File: config.mk
export PLATFORM = sky130hd
export DESIGN_NAME = scan_tri_raster
export DESIGN_NICKNAME = d
export VERILOG_FILES = /design/src/rtl/tri_pkg.sv /design/src/rtl/tri_vsort.sv /design/src/rtl/tri_sdiv.sv /design/src/rtl/scan_tri_raster.sv
export SDC_FILE = /design/constraint.sdc
export NUM_CORES = 2
export LEC_CHECK = 0
export ABC_AREA = 1
export BUFFER_PORTS_ARGS = -buffer_cell sky130_fd_sc_hd__buf_2
export CAP_MARGIN = 20
export CORE_MARGIN = 1.5
export CORE_UTILIZATION = 50
export CTS_BUF_LIST = sky130_fd_sc_hd__clkbuf_4 sky130_fd_sc_hd__clkbuf_8
export DETAILED_ROUTE_END_ITERATION = 6
export PLACE_DENSITY = 0.64
export SYNTH_ARGS = -nofsm -noshare
export SYNTH_HDL_FRONTEND = slang
export SYNTH_HIERARCHICAL = 1
export SYNTH_SLANG_ARGS = --single-unit
File: constraint.sdc
create_clock -name clk -period 67.3 [get_ports clk]
set_input_delay 6.73 -clock clk [delete_from_list [all_inputs] [get_ports clk]]
set_output_delay 6.73 -clock clk [all_outputs]
set_load 0.02 [all_outputs]
File: src/rtl/tri_pkg.sv
package tri_pkg;
  localparam int XW   = 8;
  localparam int YW   = 8;
  localparam int ZW   = 12;
  localparam int IW   = 8;
  localparam int FRAC = 16;
  localparam int DW   = (XW > YW) ? XW : YW;
  localparam int VW   = (ZW > IW) ? ((ZW > XW) ? ZW : XW) : ((IW > XW) ? IW : XW);
  localparam int ACCW = VW + FRAC + 2;

  typedef struct packed {
    logic [XW-1:0] x;
    logic [YW-1:0] y;
    logic [ZW-1:0] z;
    logic [IW-1:0] i;
  } vtx_t;

  typedef enum logic [2:0] {
    ST_IDLE, ST_LDIV, ST_SEG, ST_SDIV, ST_LINE, ST_PDIV, ST_EMIT, ST_FIN
  } st_e;

  typedef enum logic [1:0] { PH_L, PH_R, PH_IN } ph_e;

  // fixed-point form of component k (0 x, 1 z, 2 intensity)
  function automatic logic [ACCW-1:0] fxv(input vtx_t v, input int k);
    logic [VW-1:0] t;
    case (k)
      0:       t = VW'(v.x);
      1:       t = VW'(v.z);
      default: t = VW'(v.i);
    endcase
    return {{(ACCW-VW){1'b0}}, t} << FRAC;
  endfunction
endpackage

File: src/rtl/tri_vsort.sv
module tri_vsort
  import tri_pkg::*;
(
  input  vtx_t [2:0] vin,
  output vtx_t [2:0] vout
);
  vtx_t [2:0] s1, s2;

  // three strict compare-exchange steps: stable ordering by y
  always_comb begin
    s1 = vin;
    if (vin[1].y < vin[0].y) begin s1[0] = vin[1]; s1[1] = vin[0]; end
    s2 = s1;
    if (s1[2].y < s1[1].y) begin s2[1] = s1[2]; s2[2] = s1[1]; end
    vout = s2;
    if (s2[1].y < s2[0].y) begin vout[0] = s2[1]; vout[1] = s2[0]; end
  end
endmodule

File: src/rtl/tri_sdiv.sv
module tri_sdiv #(
  parameter int NW = 30,
  parameter int DW = 8
) (
  input  logic                 clk,
  input  logic                 rst_n,
  input  logic                 go,
  input  logic signed [NW-1:0] num,
  input  logic [DW-1:0]        den,
  output logic                 fin,
  output logic signed [NW-1:0] quo
);
  localparam int CW = $clog2(NW + 1);

  logic          run_q, run_d, neg_q, neg_d, fin_q, fin_d;
  logic [CW-1:0] cnt_q, cnt_d;
  logic [DW:0]   rem_q, rem_d, shl;
  logic [NW-1:0] acc_q, acc_d;
  logic [DW-1:0] den_q, den_d;

  always_comb begin
    run_d = run_q; neg_d = neg_q; cnt_d = cnt_q; rem_d = rem_q;
    acc_d = acc_q; den_d = den_q; fin_d = 1'b0;
    shl   = {rem_q[DW-1:0], acc_q[NW-1]};
    if (go) begin
      run_d = 1'b1;
      neg_d = num[NW-1];
      acc_d = num[NW-1] ? NW'(-num) : NW'(num);
      rem_d = '0;
      cnt_d = '0;
      den_d = den;
    end else if (run_q) begin
      if (shl >= {1'b0, den_q}) begin
        rem_d = shl - {1'b0, den_q};
        acc_d = {acc_q[NW-2:0], 1'b1};
      end else begin
        rem_d = shl;
        acc_d = {acc_q[NW-2:0], 1'b0};
      end
      cnt_d = cnt_q + 1'b1;
      if (cnt_q == CW'(NW - 1)) begin
        run_d = 1'b0;
        fin_d = 1'b1;
      end
    end
  end

  always_ff @(posedge clk or negedge rst_n) begin
    if (!rst_n) begin
      run_q <= 1'b0; neg_q <= 1'b0; fin_q <= 1'b0; cnt_q <= '0;
      rem_q <= '0;   acc_q <= '0;   den_q <= '0;
    end else begin
      run_q <= run_d; neg_q <= neg_d; fin_q <= fin_d; cnt_q <= cnt_d;
      rem_q <= rem_d; acc_q <= acc_d; den_q <= den_d;
    end
  end

  assign fin = fin_q;
  assign quo = neg_q ? -$signed(acc_q) : $signed(acc_q);
endmodule

File: src/rtl/scan_tri_raster.sv
module scan_tri_raster
  import tri_pkg::*;
(
  input  logic                 clk,
  input  logic                 rst_n,
  input  logic                 start,
  input  logic [2:0][XW-1:0]   vx,
  input  logic [2:0][YW-1:0]   vy,
  input  logic [2:0][ZW-1:0]   vz,
  input  logic [2:0][IW-1:0]   vi,
  output logic                 busy,
  output logic                 pix_valid,
  input  logic                 pix_ready,
  output logic [XW-1:0]        pix_x,
  output logic [YW-1:0]        pix_y,
  output logic [ZW-1:0]        pix_z,
  output logic [IW-1:0]        pix_i,
  output logic                 done
);
  typedef struct packed {
    st_e                  st;
    logic                 seg;
    logic [1:0]           dq;
    logic                 go;
    vtx_t                 a, b, c;
    logic [2:0][ACCW-1:0] lac, lst, sac, sst;
    logic [YW-1:0]        y, yend;
    logic [XW-1:0]        xl, xr, px;
    logic [1:0][ACCW-1:0] el, er, pst, pac;
    ph_e                  ph;
  } ctx_t;

  logic [1:0] rs_q;
  logic       rs_n;
  always_ff @(posedge clk or negedge rst_n) begin
    if (!rst_n) rs_q <= 2'b00;
    else        rs_q <= {rs_q[0], 1'b1};
  end
  assign rs_n = rs_q[1];

  vtx_t [2:0] vin, vsrt;
  for (genvar k = 0; k < 3; k++) begin : g_pack
    assign vin[k].x = vx[k];
    assign vin[k].y = vy[k];
    assign vin[k].z = vz[k];
    assign vin[k].i = vi[k];
  end

  tri_vsort u_sort (.vin(vin), .vout(vsrt));

  ctx_t                   r_q, r_d;
  logic signed [ACCW-1:0] num, quo;
  logic [DW-1:0]          den;
  logic                   fin, eol, long_left;
  logic [XW-1:0]          lxi, sxi;
  vtx_t                   sp, sq;

  tri_sdiv #(.NW(ACCW), .DW(DW)) u_div (
    .clk(clk), .rst_n(rs_n), .go(r_q.go), .num(num), .den(den), .fin(fin), .quo(quo)
  );

  always_comb begin
    r_d       = r_q;
    r_d.go    = 1'b0;
    eol       = 1'b0;
    lxi       = r_q.lac[0][FRAC +: XW];
    sxi       = r_q.sac[0][FRAC +: XW];
    long_left = (lxi <= sxi);
    sp        = r_q.seg ? r_q.b : r_q.a;
    sq        = r_q.seg ? r_q.c : r_q.b;
    num       = '0;
    den       = '0;
    unique case (r_q.st)
      ST_LDIV: begin num = fxv(r_q.c, int'(r_q.dq)) - fxv(r_q.a, int'(r_q.dq));
                     den = DW'(r_q.c.y - r_q.a.y); end
      ST_SDIV: begin num = fxv(sq, int'(r_q.dq)) - fxv(sp, int'(r_q.dq));
                     den = DW'(sq.y - sp.y); end
      ST_PDIV: begin num = r_q.er[r_q.dq[0]] - r_q.el[r_q.dq[0]];
                     den = DW'(r_q.xr - r_q.xl); end
      default: ;
    endcase

    unique case (r_q.st)
      ST_IDLE: if (start) begin
        r_d.a = vsrt[0]; r_d.b = vsrt[1]; r_d.c = vsrt[2];
        r_d.seg = 1'b0; r_d.dq = '0;
        for (int k = 0; k < 3; k++) r_d.lac[k] = fxv(vsrt[0], k);
        if (vsrt[2].y == vsrt[0].y) r_d.st = ST_FIN;
        else begin r_d.st = ST_LDIV; r_d.go = 1'b1; end
      end
      ST_LDIV: if (fin) begin
        r_d.lst[r_q.dq] = quo;
        if (r_q.dq == 2'd2) r_d.st = ST_SEG;
        else begin r_d.dq = r_q.dq + 1'b1; r_d.go = 1'b1; end
      end
      ST_SEG: begin
        if (sq.y == sp.y) begin
          if (r_q.seg) r_d.st = ST_FIN;
          else         r_d.seg = 1'b1;
        end else begin
          r_d.y = sp.y; r_d.yend = sq.y; r_d.dq = '0; r_d.go = 1'b1; r_d.st = ST_SDIV;
          for (int k = 0; k < 3; k++) r_d.sac[k] = fxv(sp, k);
        end
      end
      ST_SDIV: if (fin) begin
        r_d.sst[r_q.dq] = quo;
        if (r_q.dq == 2'd2) r_d.st = ST_LINE;
        else begin r_d.dq = r_q.dq + 1'b1; r_d.go = 1'b1; end
      end
      ST_LINE: begin
        if (long_left) begin
          r_d.xl = lxi; r_d.xr = sxi;
          r_d.el = {r_q.lac[2], r_q.lac[1]}; r_d.er = {r_q.sac[2], r_q.sac[1]};
        end else begin
          r_d.xl = sxi; r_d.xr = lxi;
          r_d.el = {r_q.sac[2], r_q.sac[1]}; r_d.er = {r_q.lac[2], r_q.lac[1]};
        end
        r_d.ph = PH_L;
        if (r_d.xr != r_d.xl) begin r_d.st = ST_PDIV; r_d.dq = '0; r_d.go = 1'b1; end
        else r_d.st = ST_EMIT;
      end
      ST_PDIV: if (fin) begin
        r_d.pst[r_q.dq[0]] = quo;
        if (r_q.dq[0]) r_d.st = ST_EMIT;
        else begin r_d.dq = 2'd1; r_d.go = 1'b1; end
      end
      ST_EMIT: if (pix_ready) begin
        unique case (r_q.ph)
          PH_L: if (r_q.xr == r_q.xl) eol = 1'b1; else r_d.ph = PH_R;
          PH_R: if (r_q.xr == r_q.xl + XW'(1)) eol = 1'b1;
                else begin
                  r_d.ph = PH_IN; r_d.px = r_q.xl + XW'(1);
                  for (int k = 0; k < 2; k++) r_d.pac[k] = r_q.el[k] + r_q.pst[k];
                end
          default: if (r_q.px == r_q.xr - XW'(1)) eol = 1'b1;
                else begin
                  r_d.px = r_q.px + XW'(1);
                  for (int k = 0; k < 2; k++) r_d.pac[k] = r_q.pac[k] + r_q.pst[k];
                end
        endcase
      end
      ST_FIN:  r_d.st = ST_IDLE;
      default: r_d.st = ST_IDLE;
    endcase

    if (eol) begin
      for (int k = 0; k < 3; k++) begin
        r_d.lac[k] = r_q.lac[k] + r_q.lst[k];
        r_d.sac[k] = r_q.sac[k] + r_q.sst[k];
      end
      r_d.y = r_q.y + YW'(1);
      if ((r_q.y + YW'(1)) != r_q.yend) r_d.st = ST_LINE;
      else if (r_q.seg)                 r_d.st = ST_FIN;
      else begin r_d.seg = 1'b1; r_d.st = ST_SEG; end
    end
  end

  always_ff @(posedge clk or negedge rs_n) begin
    if (!rs_n) r_q <= '0;
    else       r_q <= r_d;
  end

  always_comb begin
    busy      = (r_q.st != ST_IDLE);
    done      = (r_q.st == ST_FIN);
    pix_valid = (r_q.st == ST_EMIT);
    pix_y     = r_q.y;
    unique case (r_q.ph)
      PH_L:    begin pix_x = r_q.xl; pix_z = r_q.el[0][FRAC +: ZW]; pix_i = r_q.el[1][FRAC +: IW]; end
      PH_R:    begin pix_x = r_q.xr; pix_z = r_q.er[0][FRAC +: ZW]; pix_i = r_q.er[1][FRAC +: IW]; end
      default: begin pix_x = r_q.px; pix_z = r_q.pac[0][FRAC +: ZW]; pix_i = r_q.pac[1][FRAC +: IW]; end
    endcase
  end


  sorted_chk: assert property (@(posedge clk) disable iff (!rs_n)
    busy |-> (r_q.a.y <= r_q.b.y) && (r_q.b.y <= r_q.c.y));

  row_range_chk: assert property (@(posedge clk) disable iff (!rs_n)
    pix_valid |-> (pix_y >= r_q.a.y) && (pix_y < r_q.c.y));

  inner_span_chk: assert property (@(posedge clk) disable iff (!rs_n)
    (pix_valid && r_q.ph == PH_IN) |-> (pix_x > r_q.xl) && (pix_x < r_q.xr));

  stall_hold_chk: assert property (@(posedge clk) disable iff (!rs_n)
    (pix_valid && !pix_ready) |=> pix_valid && $stable(pix_x) && $stable(pix_y)
                                 && $stable(pix_z) && $stable(pix_i));

  done_pulse_chk: assert property (@(posedge clk) disable iff (!rs_n)
    done |=> !done && !busy);

  start_ignore_chk: assert property (@(posedge clk) disable iff (!rs_n)
    (busy && start) |=> $stable(r_q.a) && $stable(r_q.c));
endmodule

# ---- After elaboration in Yosys (flattened, before gate mapping)
# Cells that the tools add are included.
dict set report totals {
  regBits 813
  inputBits 112
  out_inout_bits 39
  wordCells 252
}
dict set report op_classes {
  add_sub_neg 25
  order_cmp 9
  eq_ne 40
  mux 99
  n_bitwise 2
  reduce_logical 26
}
# cell count
set ops {}
lappend ops {{90-bit 2-to-1 mux} 5}
lappend ops {{30-bit adder} 10}
lappend ops {{30-bit 2-to-1 mux} 10}
lappend ops {{72-bit 2-to-1 mux} 3}
lappend ops {{205-bit 2-to-1 mux} 1}
lappend ops {{90-bit bitwise mux} 2}
lappend ops {{120-bit 2-to-1 mux} 1}
lappend ops {{12-bit one-hot mux with 2 select lines} 5}
lappend ops {{60-bit one-hot mux with 2 select lines} 1}
lappend ops {{30-bit one-hot mux with 3 select lines} 1}
lappend ops {{36-bit 2-to-1 mux} 2}
lappend ops {{16-bit 2-to-1 mux} 4}
lappend ops {{62-bit 2-to-1 mux} 1}
lappend ops {{60-bit bitwise mux} 1}
lappend ops {{30-bit demux with 2-bit select} 1}
lappend ops {{60-bit 2-to-1 mux} 1}
lappend ops {{30-bit negator} 2}
lappend ops {{28-bit by 28-bit subtractor with 29-bit output} 2}
lappend ops {{3-bit 2-to-1 mux} 17}
lappend ops {{12-bit 2-to-1 mux} 4}
lappend ops {{8-bit 2-to-1 mux} 6}
lappend ops {{8-bit one-hot mux with 2 select lines} 3}
lappend ops {{8-bit equality test} 5}
lappend ops {{8-bit subtractor} 4}
lappend ops {{other kinds (49)} 109}

# ---- Logic depth before layout (Yosys ltp)
dict set report logic_depth {
  word_depth 13
  depth_mapped 43
}

# ---- By module
# The synthesis kept the hierarchy.
# module instances cells_per_inst area_per_inst_um2
set modules_own_cells {}
lappend modules_own_cells {scan_tri_raster 1 6672 48067.4}
lappend modules_own_cells {tri_sdiv 1 699 4523.1}
lappend modules_own_cells {tri_vsort 1 719 3265.6}

# ---- Worst setup path after synthesis
# Ideal clock, no wire load.
dict set report synth_path {
  kind {input -> register}
  startpoint {input port vy[7] in the netlist's numbering}
  endpoint {register r_q[756] in the netlist's numbering}
  setup_time_ns 0.065
  arrival_ns 11.819
  slack_ns 55.416
  path_stages 35
  path_buffers 3
  path_cell_list {inv_1 -> ha_1 -> nand2_1 -> o21a_1 -> nand2_4 -> clkbuf_1 -> nand2_1 -> o21ai_0 -> inv_1 -> ha_1 -> a21oi_1 -> nor2_1 -> a211oi_1 -> nand2_2 -> inv_2 -> buf_2 -> nand2_1 -> o21ai_0 -> ha_1 -> a21oi_1 -> nor2_1 -> a211oi_1 -> clkbuf_1 -> nand3_1 -> nand2_1 -> inv_1 -> nand2_1 -> nand4_1 -> nor4_1 -> nand2_1 -> nand2_1 -> nor2_1 -> nand2_1 -> nand3_1 -> nand2_1}
}
# element line
set synth_rtl {}
lappend synth_rtl {{from (decl)} scan_tri_raster.sv:8} ;# input logic [2:0][YW-1:0] vy,
lappend synth_rtl {{to (signal assigned)} scan_tri_raster.sv:160} ;# else r_q <= r_d;
lappend synth_rtl {{to (decl)} scan_tri_raster.sv:51} ;# ctx_t r_q, r_d;

==> key figures <==
Pwr
  • Largest vdd supply drop: 39.0 µV
  • Static power due to leakage: 0.0300 µW
  • Total power density per cell area: 46.5 nW/µm²

Cells and area
  • Multi-input gate area: 32100 µm²
  • Area delta synth->final: 8.99%
  • Layout cell share with drive strength beyond 1: 6.96%
  • Final cell area excluding filler cells: 60900 µm²
  • Area taken by flip-flops and latches: 19400 µm²
  • Number of nets at the end of the flow: 8578
  • FILL cells: 11100

Floorplan
  • # IOs: 151
  • Die Y: 337 µm
  • Initial Util: 50.5%
  • Placement row count: 122
  • Die W: 337 µm
  • Area of the core region: 111000 µm²
  • Die area: 114000 µm²

Detailed routing
  • Via density per instance: 5.89
  • DRT Pass-1 Iters: 7
  • Routed length per instance: 23.8 µm
  • Number of design rule violations left after detail routing: 6
  • Number of vias after detailed routing: 57300
  • Antenna violation net count after detailed routing: 0
  • Routed Wire Length: 232000 µm
  • Number of design-rule violations left by the first detailed-router iteration: 6213

Yosys
  • Number of synthesized register bits: 773
  • Mean instance size in the synthesized netlist: 6.90 µm²
  • Cell area after synthesis: 55900 µm²
  • Synth unique cells: 62
  • Most frequently used flop master after synthesis: sky130_fd_sc_hd__dfrtp_1
  • Number of warning messages in the yosys log: 6
  • Sequential cell area fraction in the yosys report: 34.6%
  • Synthesized net count: 8547
  • Async set or reset register ratio after synthesis: 100%
  • Post-synth EDFFs: 0
  • Synthesized instance count: 8090

Place
  • Final Wtd Congestion: 1.03
  • Buffers on Ports: 150
  • HPWL after DPL: 175000 µm
  • Setup slack at placement: 53.76 ns
  • Placed instance area: 57600 µm²

Timing
  • Smallest setup slack after layout: 54.57 ns
  • Final Max Tran Viols: 0
  • Share of the clock period used by the worst path: 18.9%
  • Hold Fails Final Rpt: 0
  • Setup repair after global routing missed its margin: no
  • Setup violation total in the final timing report: 0
  • Normalized max-slew margin: 14.9%
  • Post-route clock skew: 0.0410 ns
  • Slew @ Worst Pin: 1.26 ns
  • Final total negative setup slack: 0 ns
  • Top achievable clock speed: 0.0786 GHz
  • Minimum period implied by the final worst setup slack: 12.73 ns

Global routing
  • Global-route congestion overflow total: 0
  • Met3 capacity usage during global routing: 8.30%
  • GR Layer Usage met2: 60.4%
  • Global-route usage over all layers: 40.3%
  • Busiest layer in global routing: met2
  • Via count of the first global-routing pass: 53000
  • Largest net degree at the start of global routing: 151
  • Global-route wire length before repair: 340000 µm
  • Initial antenna violation count: 18
  • Met1 Resource Use GR: 53.2%

Critical path
  • Arrival time of data at the critical path endpoint: 13.52 ns
  • Most common cell type on the critical path: sky130_fd_sc_hd__nand2_1
  • Top fanout value on the critical path: 72
  • Kind of cell with the highest combined delay on the critical path: buffers and inverters
  • Largest stage delay on the critical path: 0.79 ns
  • Critical path data required time: 68.09 ns
  • Element type at the critical path start: input pin
  • Worst setup EP type: flop
  • Highest-delay cell along the critical path: sky130_fd_sc_hd__inv_2
  • Setup CP Type: input pin to flop
  • Critical path buffer and inverter count: 7

CTS
  • Number of buffers inserted for hold repair after clock tree synthesis: 0
  • Clock slew at reported path FFs: 0.06 ns
  • Clock root cell: sky130_fd_sc_hd__clkbuf_8
  • Num CTS Buffers: 145
  • Clock insertion delay at the later pin of the skew report: 0.88 ns
  • Post-CTS resize count: 0
  • Buffers from clock root to sink, at most: 3
  • Total number of H-tree levels: 4
  • TritonCTS Sinks: 773
  • Setup repair bufs after CTS: 0
  • CTS tree: done

Worst hold path
  • Path category of the worst min-delay check: flop to asynchronous set/reset pin

Run status
  • Run status: finished, violations left
  • Failing checks: design-rule violations

Run
  • Maximum capacitance violations: 0
## cells in the mapped netlist, drive strengths merged, types with 7 or more instances
master	count	share of area, %
a21oi	572	5.1
dfrtp	773	35
a211oi	7	0.094
o22ai	74	0.83
inv	807	5.4
nor2	571	3.9
o221ai	32	0.50
o211ai	27	0.36
nand4	94	1.1
xor2	127	2.0
o21a	14	0.19
nor4	16	0.18
a21o	32	0.43
nand3b	20	0.27
nand3	377	3.4
ha	330	7.4
nor3	66	0.61
xnor2	100	1.6
buf	104	1.0
clkbuf	230	1.5
o21ai	1279	11
o21bai	36	0.48
nand2	2270	15
or2	24	0.27
a31oi	25	0.28
fa	15	0.54
a22oi	19	0.26
## worst paths after layout
path	start	to	slack (ns)	cells after the start
worst max-delay path	vy[7]	r_q[756]$_DFFE_PN0P_	54.57	33
worst min-delay path	rs_q[1]$_DFF_PN0_	r_q[381]$_DFFE_PN0P_	0.36	0
worst max register to register	r_q[751]$_DFFE_PN0P_	u_div/acc_q[21]$_DFFE_PN0P_	60.59	18
worst min register to register	rs_q[1]$_DFF_PN0_	r_q[381]$_DFFE_PN0P_	0.36	0
max in group asynchronous	rst_n	rs_q[1]$_DFF_PN0_	61.54	1
min in group clk	rs_q[0]$_DFF_PN0_	rs_q[1]$_DFF_PN0_	0.37	0
## kinds of logic after synthesis
family                     count (synthesis)  synth area share (%)
DFF                                      773                  34.6
buffers and inverters                   1143                  8.03
AOI/OAI and AO/OA                       2147                  20.5
xor gates and xnor gates                 228                  3.60
and+or+nand+nor                         3451                  25.3
other                                      1               0.00671
muxes                                      2                0.0358
adders and majority gates                345                  7.93
## through the flow
stage	hold WS, ns	util (%)	cells	total power (µW)
floorplan	0.331	-	8090	1630
global placement	0.336	52.0	9457	2250
detailed placement	0.349	52.1	9458	2260
CTS	0.379	54.9	9711	2780
global route	0.397	55.0	9716	2980
finish	0.360	55.0	9720	2830
## registers in the layout, summed over array words and instances (netlist names)
name and flops:
u_div/neg_q 1, u_div/cnt_q 5, lxi 8, u_div/acc_q 30, pix_y 8, rs_q 2, u_div/rem_q 8, r_q 701
u_div/run_q 1, u_div/den_q 8, u_div/fin 1
## metal layers
metal | share of wire (%) | vias to the layer above
met2 | 43 | 2774
met5 | 0.021 | -
met1 | 41 | 27100
met3 | 8.9 | 528
li1 | - | 26900
met4 | 6.9 | 8
## layout by cell type, fill, tap and decap left out, types with 63 or more instances in the layout
cell,synthesis,final
sky130_fd_sc_hd__ha_1,330,330
sky130_fd_sc_hd__o21ai_0,1201,1201
sky130_fd_sc_hd__nand2_1,2251,2246
sky130_fd_sc_hd__nand3_1,371,371
sky130_fd_sc_hd__nand4_1,94,94
sky130_fd_sc_hd__nor3_1,64,63
sky130_fd_sc_hd__inv_1,797,794
sky130_fd_sc_hd__o22ai_1,74,74
sky130_fd_sc_hd__a21oi_1,571,571
sky130_fd_sc_hd__dfrtp_1,773,770
sky130_fd_sc_hd__buf_2,55,150
sky130_fd_sc_hd__clkbuf_8,0,189
sky130_fd_sc_hd__xor2_1,127,127
sky130_fd_sc_hd__o21ai_1,74,74
sky130_fd_sc_hd__xnor2_1,100,100
sky130_fd_sc_hd__nor2_1,560,555
## where the power goes
part / internal (µW) / switching, µW
Clock: 290 / 223
Combinational: 423 / 1200
Sequential: 573 / 116
Total: 1290 / 1540
## final cells by class
class / count / share of cell area, %
inverters: 809 / 4.99
repair buffers: 218 / 2.19
diodes: 5 / 0.0206
well taps: 1488 / 3.06
clock buffers: 217 / 4.62
flip-flops and latches: 773 / 31.8
clock inverters: 36 / 0.604
multi-input cells: 6174 / 52.7
No activity file was read; power rests on OpenSTA's default activity.
